==> config.mk <==
export PLATFORM = sky130hd
export DESIGN_NAME = sys_reset_seq
export DESIGN_NICKNAME = d
export VERILOG_FILES = /design/src/rtl/rst_seq_pkg.sv /design/src/rtl/rst_phase_ctrl.sv /design/src/rtl/rst_wdog.sv /design/src/rtl/rst_cause_reg.sv /design/src/rtl/sys_reset_seq.sv
export SDC_FILE = /design/constraint.sdc
export NUM_CORES = 1
export LEC_CHECK = 0
export BUFFER_PORTS_ARGS = -buffer_cell sky130_fd_sc_hd__buf_2
export CORE_ASPECT_RATIO = 0.6
export CORE_MARGIN = 4
export CORE_UTILIZATION = 60
export CTS_BUF_LIST = sky130_fd_sc_hd__clkbuf_8
export DETAILED_ROUTE_END_ITERATION = 7
export PLACE_DENSITY = 0.84
export SLEW_MARGIN = 30
export SYNTH_ARGS = -nofsm -noshare
export SYNTH_HDL_FRONTEND = slang
export SYNTH_SLANG_ARGS = --single-unit
export TNS_END_PERCENT = 100
==> constraint.sdc <==
create_clock -name clk -period 2.38 [get_ports clk]
set_input_delay 0.714 -clock clk [delete_from_list [all_inputs] [get_ports clk]]
set_output_delay 0.714 -clock clk [all_outputs]
set_load 0.02 [all_outputs]
==> src/rtl/rst_seq_pkg.sv <==
package rst_seq_pkg;

  typedef enum logic [1:0] {
    PH_HOLD = 2'd0,
    PH_STAB = 2'd1,
    PH_POST = 2'd2,
    PH_RUN  = 2'd3
  } phase_e;

  localparam int CAUSE_POR = 0;
  localparam int CAUSE_LVI = 1;
  localparam int CAUSE_COP = 2;

  // Pin is free once the post-settling count reaches the pin offset.
  function automatic logic pin_free(input phase_e ph, input int unsigned cnt,
                                    input int unsigned pin_off);
    return (ph == PH_RUN) || ((ph == PH_POST) && (cnt >= pin_off));
  endfunction

  // Last count value of a window of the given length.
  function automatic int unsigned last_tick(input int unsigned len);
    return len - 1;
  endfunction

endpackage

==> src/rtl/rst_phase_ctrl.sv <==
module rst_phase_ctrl
  import rst_seq_pkg::*;
#(
  parameter int unsigned STAB_CYCLES = 4096,
  parameter int unsigned PIN_DELAY   = 32,
  parameter int unsigned CPU_DELAY   = 64,
  parameter int unsigned CNT_W       = 13
) (
  input  logic clk,
  input  logic trig,
  input  logic supply_low,
  output logic clk_en,
  output logic pin_drive,
  output logic cpu_run
);

  phase_e           phase_q, phase_d;
  logic [CNT_W-1:0] cnt_q, cnt_d;

  always_comb begin
    phase_d = phase_q;
    cnt_d   = cnt_q;
    if (trig) begin
      phase_d = supply_low ? PH_HOLD : PH_STAB;
      cnt_d   = '0;
    end else begin
      unique case (phase_q)
        PH_HOLD: begin
          phase_d = PH_STAB;
          cnt_d   = '0;
        end
        PH_STAB: begin
          if (cnt_q == CNT_W'(last_tick(STAB_CYCLES))) begin
            phase_d = PH_POST;
            cnt_d   = '0;
          end else begin
            cnt_d = cnt_q + 1'b1;
          end
        end
        PH_POST: begin
          if (cnt_q == CNT_W'(last_tick(CPU_DELAY))) begin
            phase_d = PH_RUN;
            cnt_d   = '0;
          end else begin
            cnt_d = cnt_q + 1'b1;
          end
        end
        default: begin
          phase_d = PH_RUN;
          cnt_d   = '0;
        end
      endcase
    end
  end

  always_ff @(posedge clk) begin
    phase_q   <= phase_d;
    cnt_q     <= cnt_d;
    clk_en    <= (phase_d == PH_POST) || (phase_d == PH_RUN);
    pin_drive <= !pin_free(phase_d, int'(cnt_d), PIN_DELAY);
    cpu_run   <= (phase_d == PH_RUN);
  end

endmodule

==> src/rtl/rst_wdog.sv <==
module rst_wdog #(
  parameter int unsigned WDOG_BITS = 18
) (
  input  logic clk,
  input  logic run,
  input  logic kick,
  output logic overflow
);

  logic [WDOG_BITS-1:0] wcnt_q;

  assign overflow = run && !kick && (&wcnt_q);

  always_ff @(posedge clk) begin
    if (!run || kick) wcnt_q <= '0;
    else              wcnt_q <= wcnt_q + 1'b1;
  end

endmodule

==> src/rtl/rst_cause_reg.sv <==
module rst_cause_reg
  import rst_seq_pkg::*;
(
  input  logic       clk,
  input  logic       por,
  input  logic       lvi,
  input  logic       cop,
  input  logic       rd,
  output logic [2:0] cause
);

  logic [2:0] fresh;

  always_comb begin
    fresh            = '0;
    fresh[CAUSE_LVI] = lvi;
    fresh[CAUSE_COP] = cop;
  end

  always_ff @(posedge clk) begin
    if (por) begin
      cause            <= '0;
      cause[CAUSE_POR] <= 1'b1;
      cause[CAUSE_LVI] <= 1'b1;
    end else begin
      cause <= (rd ? 3'b000 : cause) | fresh;
    end
  end

endmodule

==> src/rtl/sys_reset_seq.sv <==
module sys_reset_seq #(
  parameter int unsigned STAB_CYCLES = 4096,
  parameter int unsigned PIN_DELAY   = 32,
  parameter int unsigned CPU_DELAY   = 64,
  parameter int unsigned WDOG_BITS   = 18
) (
  input  logic       clk,
  input  logic       por_pulse,
  input  logic       supply_low,
  input  logic       wdog_kick,
  input  logic       status_rd,
  output logic       clk_en,
  output logic       rst_pin_drive,
  output logic       cpu_rst_n,
  output logic [2:0] status
);

  localparam int unsigned LONGEST = (STAB_CYCLES > CPU_DELAY) ? STAB_CYCLES : CPU_DELAY;
  localparam int unsigned CNT_W   = $clog2(LONGEST) + 1;

  logic wdog_ovf;
  logic seq_trig;

  assign seq_trig = por_pulse || supply_low || wdog_ovf;

  rst_phase_ctrl #(
    .STAB_CYCLES(STAB_CYCLES),
    .PIN_DELAY  (PIN_DELAY),
    .CPU_DELAY  (CPU_DELAY),
    .CNT_W      (CNT_W)
  ) u_phase (
    .clk       (clk),
    .trig      (seq_trig),
    .supply_low(supply_low),
    .clk_en    (clk_en),
    .pin_drive (rst_pin_drive),
    .cpu_run   (cpu_rst_n)
  );

  rst_wdog #(
    .WDOG_BITS(WDOG_BITS)
  ) u_wdog (
    .clk     (clk),
    .run     (cpu_rst_n),
    .kick    (wdog_kick),
    .overflow(wdog_ovf)
  );

  rst_cause_reg u_cause (
    .clk  (clk),
    .por  (por_pulse),
    .lvi  (supply_low),
    .cop  (wdog_ovf),
    .rd   (status_rd),
    .cause(status)
  );

endmodule

==> flow_summary_export.csv, run 1 <==
group,metric,value,unit
synthesis,yosysWarnings,0,
grt,grt_pass1_vias,1405,
synthesis,synth_fa_ha_area_frac,0.0483,
pwr,p_leak,0.711,nW
setup_path,crit_family,"compound AO/OA/AOI/OAI gates",
setup_path,crit_arrival,2360,ps
finish,area_delta_synth_final,9.52,%
sta,maxSlewHeadroom,0.583,
route,drtIter0Drc,117,
run_status,outcome,"complete, no violations",
finish,diodes,0,
clocking,cts_buffers,5,
floorplanning,core,2890,um^2
setup_path,cpPeakStageDelay,520,ps
setup_path,rr_endpoint,"u_phase.cnt_q[7]",
route,route.vias.total,1437,
sta,tightest_slew,620,ps
route,via_per_inst,5.61,
floorplanning,die_w,79.0,um
setup_path,cp.required,2560,ps
floorplanning,die-area,4000,um^2
route,wl,3600,um
synthesis,netlist_area,1810,um^2
synthesis,synthTopCellsByArea,"dfxtp_1 (43%), xnor2_1 (7.2%), nor2_1 (7.0%), xor2_1 (5.8%), ha_1 (4.8%)",
hold_path,hold_end,"u_cause.cause[0]",
synthesis,synth_xor_area_frac,0.130,
setup_path,start_kind,"flop",
clocking,cts-root-to-sink-buffers,2,
pwr,total_power,1.09,mW
place,postPlaceCellArea,1910,um^2
grt,antenna_found_initial,0,
synthesis,synth_compound_area_frac,0.101,
setup_path,reg2reg_depth,7,
synthesis,synth.distinct_cells,38,
sta,rsz0062_at_grt,"no",
synthesis,synth_top_cell_by_area,"dfxtp_1",
grt,track_usage,0.204,
setup_path,crit_path_top_delay_cell,"o41a_2",
sta,finalMaxSlewViolations,0,
setup_path,end_kind,"flop",
clocking,clock_sinks,39,
clocking,postCtsResizedCells,0,
grt,grt_overflow,0,
setup_path,reg2reg_slack,200,ps
finish,layout-drive-gt1-share,0.150,
pwr,powerDensity,550,nW/um^2
sta,hold_ws,463,ps
synthesis,yosysSeqAreaShare,0.430,
place,port_buffers,10,
hold_path,hold_path.class,"flop to flop",
run,drv_cap,0,
synthesis,syn_nets,212,
hold_path,hold-path-cell-count,1,
clocking,post-cts-setup-buffers,0,
finish,final_area,1990,um^2
route,drc_errors,0,
route,drt_first_pass_iters,4,
setup_path,critPathBufInv,1,
setup_path,crit_chain,"ha_1, nand4_4, o41a_2, o21bai_1, nand4_1, buf_4, nor2_1",
synthesis,synth_top_family_by_area,"simple AND/OR/NAND/NOR gates",
pwr,vdd_drop_max,0.000353,V
synthesis,syn_inst,200,
clocking,cts-root-buf,"clkbuf_8",
sta,skew,5.59,ps
route,ant_nets,0,
finish,final_util,0.687,
synthesis,synth_area_per_cell,9.07,um^2
sta,final.min_clock_period,2180,ps
finish,instances_no_fill,256,
sta,setup_viol,0,
clocking,htreeDepth,2,
setup_path,crit_cells,7,
sta,period_share,0.916,
grt,grt_max_degree,19,
synthesis,synth_mux_area_frac,0,
synthesis,synth_top_area_share,0.430,
floorplanning,die_h,50.6,um
route,avgRoutedWirePerCell,14.0,um
sta,fmax,459,MHz
synthesis,ys_ff_latch,39,
clocking,postCtsHoldBufs,0,
clocking,clock_latency,290,ps
synthesis,yosys.area_share.simple,0.249,
sta,hold_viol_final,0,
finish,final_nets,225,
place,routabilityCongestion,0.837,
floorplanning,rows,15,
finish,final_common_cell,"dfxtp_1",
grt,grt_pass1_wl,6220,um
clocking,cts_tree,"built",
sta,setup_ws,201,ps
hold_path,min_from,"u_cause.cause[0]",
finish,num-fill-cells,226,
place,dp_cells,248,
place,dp.final_hpwl,2710,um
floorplanning,start_util,0.628,
sta,tns,0,ps
setup_path,r2r_start,"u_phase.cnt_q[0]",
finish,mostFrequentLayoutCells,"dfxtp_1 (39), nor2_1 (34), xnor2_1 (15)",
place,post-place-ws,189,ps
floorplanning,num_io_pins,11,
setup_path,crit_type,"flop to flop",
clocking,clk_transition_reported_paths,70,ps
setup_path,crit_path_max_fanout,8,
[per-layer routing]
| layer | GRT usage | part of all wire | up-vias |
|---|---|---|---|
| met2 | 0.330 | 0.45 | 43 |
| met4 | 0.106 | 0.028 | 0 |
| met5 | 0 | 0 | - |
| met3 | 0.0591 | 0.061 | 10 |
| met1 | 0.247 | 0.46 | 674 |
| li1 | - | - | 710 |
[synthesized netlist by cell type]
| master | number |
|---|---|
| and4_1 | 2 |
| and2_2 | 1 |
| o31ai_1 | 3 |
| o21bai_1 | 1 |
| ha_1 | 7 |
| nand3_4 | 1 |
| nor4_2 | 1 |
| nor3_1 | 3 |
| a21boi_2 | 1 |
| buf_2 | 2 |
| a41oi_2 | 1 |
| nand4_1 | 7 |
| and2_1 | 1 |
| or4_1 | 1 |
| clkbuf_2 | 1 |
| or4_4 | 1 |
| inv_1 | 11 |
| nand4_4 | 1 |
| a311o_1 | 1 |
| nand2b_1 | 1 |
| nand2_1 | 9 |
| clkbuf_1 | 3 |
| or3_1 | 4 |
| xor2_1 | 12 |
| nand3_1 | 13 |
| nor2b_2 | 1 |
| o311a_2 | 2 |
| xnor2_1 | 15 |
| dfxtp_1 | 39 |
| a31o_2 | 2 |
| and3_1 | 2 |
| nor4_1 | 2 |
| o41a_2 | 1 |
| nor2_1 | 34 |
| o21ai_0 | 5 |
| a21o_1 | 1 |
| a21oi_1 | 6 |
| buf_4 | 1 |
[where the power goes]
| part | switching [mW] | internal, mW | leakage [nW] |
|---|---|---|---|
| combinational | 0.0149 | 0.0112 | 0.345 |
| sequential | 0.00312 | 0.656 | 0.315 |
| clock | 0.211 | 0.197 | 0.0505 |
[state kept, by name, indices dropped and copies added (netlist names)]
name / flops
u_phase.phase_q: 2
u_wdog.wcnt_q: 18
u_phase.cpu_run: 1
u_phase.clk_en: 1
u_phase.cnt_q: 13
u_phase.pin_drive: 1
u_cause.cause: 3
[cells by family after synthesis]
logic type,after synthesis
compound gates,24
flops,39
fa+ha+maj,7
simple gates,85
xor+xnor,27
buf+inv,18
[layout make-up]
cell class | instances | area (um^2) | share of cell area
sequential | 39 | 781 | 0.393
clock inverter | 3 | 12.5 | 0.00630
multi-input combinational | 143 | 958 | 0.482
timing repair buffer | 13 | 72.6 | 0.0365
tap | 42 | 52.6 | 0.0264
clock buffer | 5 | 68.8 | 0.0346
inverter | 11 | 41.3 | 0.0208
[how the worst max path moves through the flow]
| stage | start | slack (ps) | endpoint |
|---|---|---|---|
| after floorplan | u_phase.cnt_q[0] | 450 | u_phase.pin_drive |
| after global placement | u_phase.cnt_q[0] | 290 | u_phase.cnt_q[7] |
| after detailed placement | u_phase.cnt_q[0] | 190 | u_phase.cnt_q[7] |
| after CTS | u_phase.cnt_q[0] | 180 | u_phase.cnt_q[7] |
| after global routing | u_phase.cnt_q[0] | 20 | u_phase.cnt_q[5] |
| final | u_phase.cnt_q[0] | 200 | u_phase.cnt_q[7] |
[worst reg2reg max path: stages (launching register included)]
cell	delay [ps]
dfxtp_1	380
ha_1	300
nand4_4	180
o41a_2	520
o21bai_1	170
nand4_1	250
buf_4	220
nor2_1	60
Power figures use the tool's default switching activity.
==> run 2, diff against run 1 <==
Settings changed: ABC_AREA from default to 1, PLACE_DENSITY 0.84 to 0.79, RECOVER_POWER from default to 50.
==> run 2 against run 1 <==
  * Combinational power rose by 29%
  * Maximum frequency rose by 11%
  * Clock power rose by 33%
  * Clock skew rose by 2.8 ps
  * Sequential power barely moved
  * Critical path type unchanged
  * Largest cell class unchanged
==> flow_summary_export.csv, run 2 <==
group,metric,value,unit
synthesis,syn_nets,290,
setup_path,crit_arrival,2200,ps
finish,multiInputGateArea,1040,um^2
grt,track_usage,0.217,
clocking,postCtsResizedCells,0,
clocking,htreeDepth,2,
clocking,clock_sinks,39,
synthesis,synthTopCellsByArea,"dfxtp_1 (39%), nand2_1 (12%), inv_1 (7.2%), nor2_1 (7.0%), nand3_1 (5.0%)",
run_status,outcome,"complete, no violations",
pwr,p_leak,0.907,nW
clocking,postCtsHoldBufs,0,
synthesis,synth_common_cells,"nand2_1 (61), dfxtp_1 (39), inv_1 (38)",
synthesis,yosysWarnings,0,
floorplanning,die_h,52.6,um
place,dp_cells,328,
place,post-place-ws,377,ps
setup_path,end_kind,"flop",
setup_path,crit_path_max_fanout,6,
clocking,cts-root-to-sink-buffers,2,
grt,grt_overflow,0,
route,drc_errors,0,
route,avgRoutedWirePerCell,12.1,um
sta,fmax,510,MHz
pwr,vdd_drop_max,0.000410,V
grt,grt_max_degree,14,
sta,finalMaxSlewViolations,0,
floorplanning,die-area,4330,um^2
sta,setup_viol,0,
place,postPlaceCellArea,2080,um^2
sta,skew,8.36,ps
setup_path,cp.required,2620,ps
finish,final_nets,305,
floorplanning,die_w,82.3,um
floorplanning,core,3020,um^2
pwr,powerDensity,568,nW/um^2
setup_path,start_kind,"flop",
finish,final_area,2180,um^2
floorplanning,num_io_pins,11,
finish,largestRegisters,"u_wdog.wcnt_q (18), u_phase.cnt_q (13), u_cause.cause (3)",
pwr,total_power,1.24,mW
finish,largest_reg_flops,18,
synthesis,netlist_area,1990,um^2
synthesis,synth_top_area_share,0.392,
finish,area_delta_synth_final,9.43,%
finish,num-fill-cells,250,
place,port_buffers,10,
finish,largest_register,"u_wdog.wcnt_q",
setup_path,crit_type,"flop to flop",
finish,layout-drive-gt1-share,0.105,
hold_path,hold_path.class,"flop to flop",
finish,regArea,781,um^2
route,wl,4070,um
place,dp.final_hpwl,3160,um
synthesis,synth.distinct_cells,32,
sta,hold_viol_final,0,
grt,grt_pass1_vias,1511,
finish,final_util,0.720,
synthesis,synth_edf_count,0,
synthesis,yosysSeqAreaShare,0.392,
route,drt_first_pass_iters,4,
finish,final_common_cell,"nand2_1",
finish,diodes,0,
clocking,cts_buffers,5,
clocking,clock_latency,290,ps
place,routabilityCongestion,0.926,
synthesis,synth_most_common_cell,"nand2_1",
grt,grt_pass1_wl,6950,um
sta,maxSlewHeadroom,0.660,
synthesis,syn_inst,278,
sta,rsz0062_at_grt,"no",
route,via_per_inst,5.24,
clocking,cts-root-buf,"clkbuf_8",
route,ant_nets,0,
synthesis,async_reset_ff_frac,0,
route,route.vias.total,1761,
sta,tightest_slew,506,ps
clocking,clk_transition_reported_paths,80,ps
floorplanning,start_util,0.658,
run,drv_cap,0,
finish,instances_no_fill,336,
sta,hold_ws,446,ps
synthesis,synth_top_cell_by_area,"dfxtp_1",
clocking,cts_tree,"built",
sta,setup_ws,420,ps
route,drtIter0Drc,134,
floorplanning,rows,15,
synthesis,synth_area_per_cell,7.16,um^2
sta,final.min_clock_period,1960,ps
sta,tns,0,ps
sta,period_share,0.824,
synthesis,yosys_most_used_dff,"dfxtp_1",
grt,antenna_found_initial,0,
finish,mostFrequentLayoutCells,"nand2_1 (62), dfxtp_1 (39), inv_1 (38), nor2_1 (38), nand3_1 (20)",
clocking,post-cts-setup-buffers,0,
synthesis,ys_ff_latch,39,
## run 2: cell types whose count changed in the layout (fill, tap and decap cells not counted), moves of 5 or more
cell      change
buf_2         -7
xnor2_1      -15
clkbuf_1      +7
xor2_1        -5
nor2_2        +5
nand3_1       +7
inv_1        +25
a21oi_1       +8
nand2_1      +53
## run 2: routing by layer
metal	routed length (um)	vias up	track usage
li1	-	911	-
met1	2220	788	0.320
met2	1510	58	0.299
met3	302	4	0.0619
met4	32	0	0.0663
met5	0	-	0
## run 2: path summary, 6_finish.rpt
kind	depth (start not counted)	from	slack, ps	to
max	13	u_wdog.wcnt_q[0]	420	u_phase.pin_drive
min	1	u_phase.cnt_q[0]	450	u_phase.cnt_q[0]
max reg2reg	13	u_wdog.wcnt_q[0]	420	u_phase.pin_drive
min reg2reg	1	u_phase.cnt_q[0]	450	u_phase.cnt_q[0]
## run 2: cell type report
class | instances | area share
clock buffers | 5 | 0.0316
well taps | 42 | 0.0241
flip-flops and latches | 39 | 0.359
repair buffers | 10 | 0.0190
multi-input cells | 196 | 0.476
clock inverters | 3 | 0.0201
inverters | 41 | 0.0707
## run 2: power breakdown
part | internal (mW) | switching (mW) | leakage, nW
combinational | 0.0119 | 0.0218 | 0.534
clock | 0.312 | 0.232 | 0.0581
sequential | 0.656 | 0.00289 | 0.315
## run 2: critical path, cell delays in order (launching register included)
cell     delay, ps
dfxtp_1        380
ha_1           180
nand2_1         70
nor2_1         260
nand2_1        190
nor2_4         190
nand3_4        110
nand2_4         90
nor2_4          50
nand2_1        110
nand2_1         60
nor2_1          90
nand3_1         70
nand2_1         50
## run 2: cell families after synthesis
kind of cell / after synthesis / share of synthesized area
DFF: 39 / 0.392
buffers and inverters: 43 / 0.0818
xor gates and xnor gates: 7 / 0.0308
adders and majority gates: 7 / 0.0440
AOI/OAI and AO/OA: 30 / 0.0874
and+or+nand+nor: 152 / 0.364
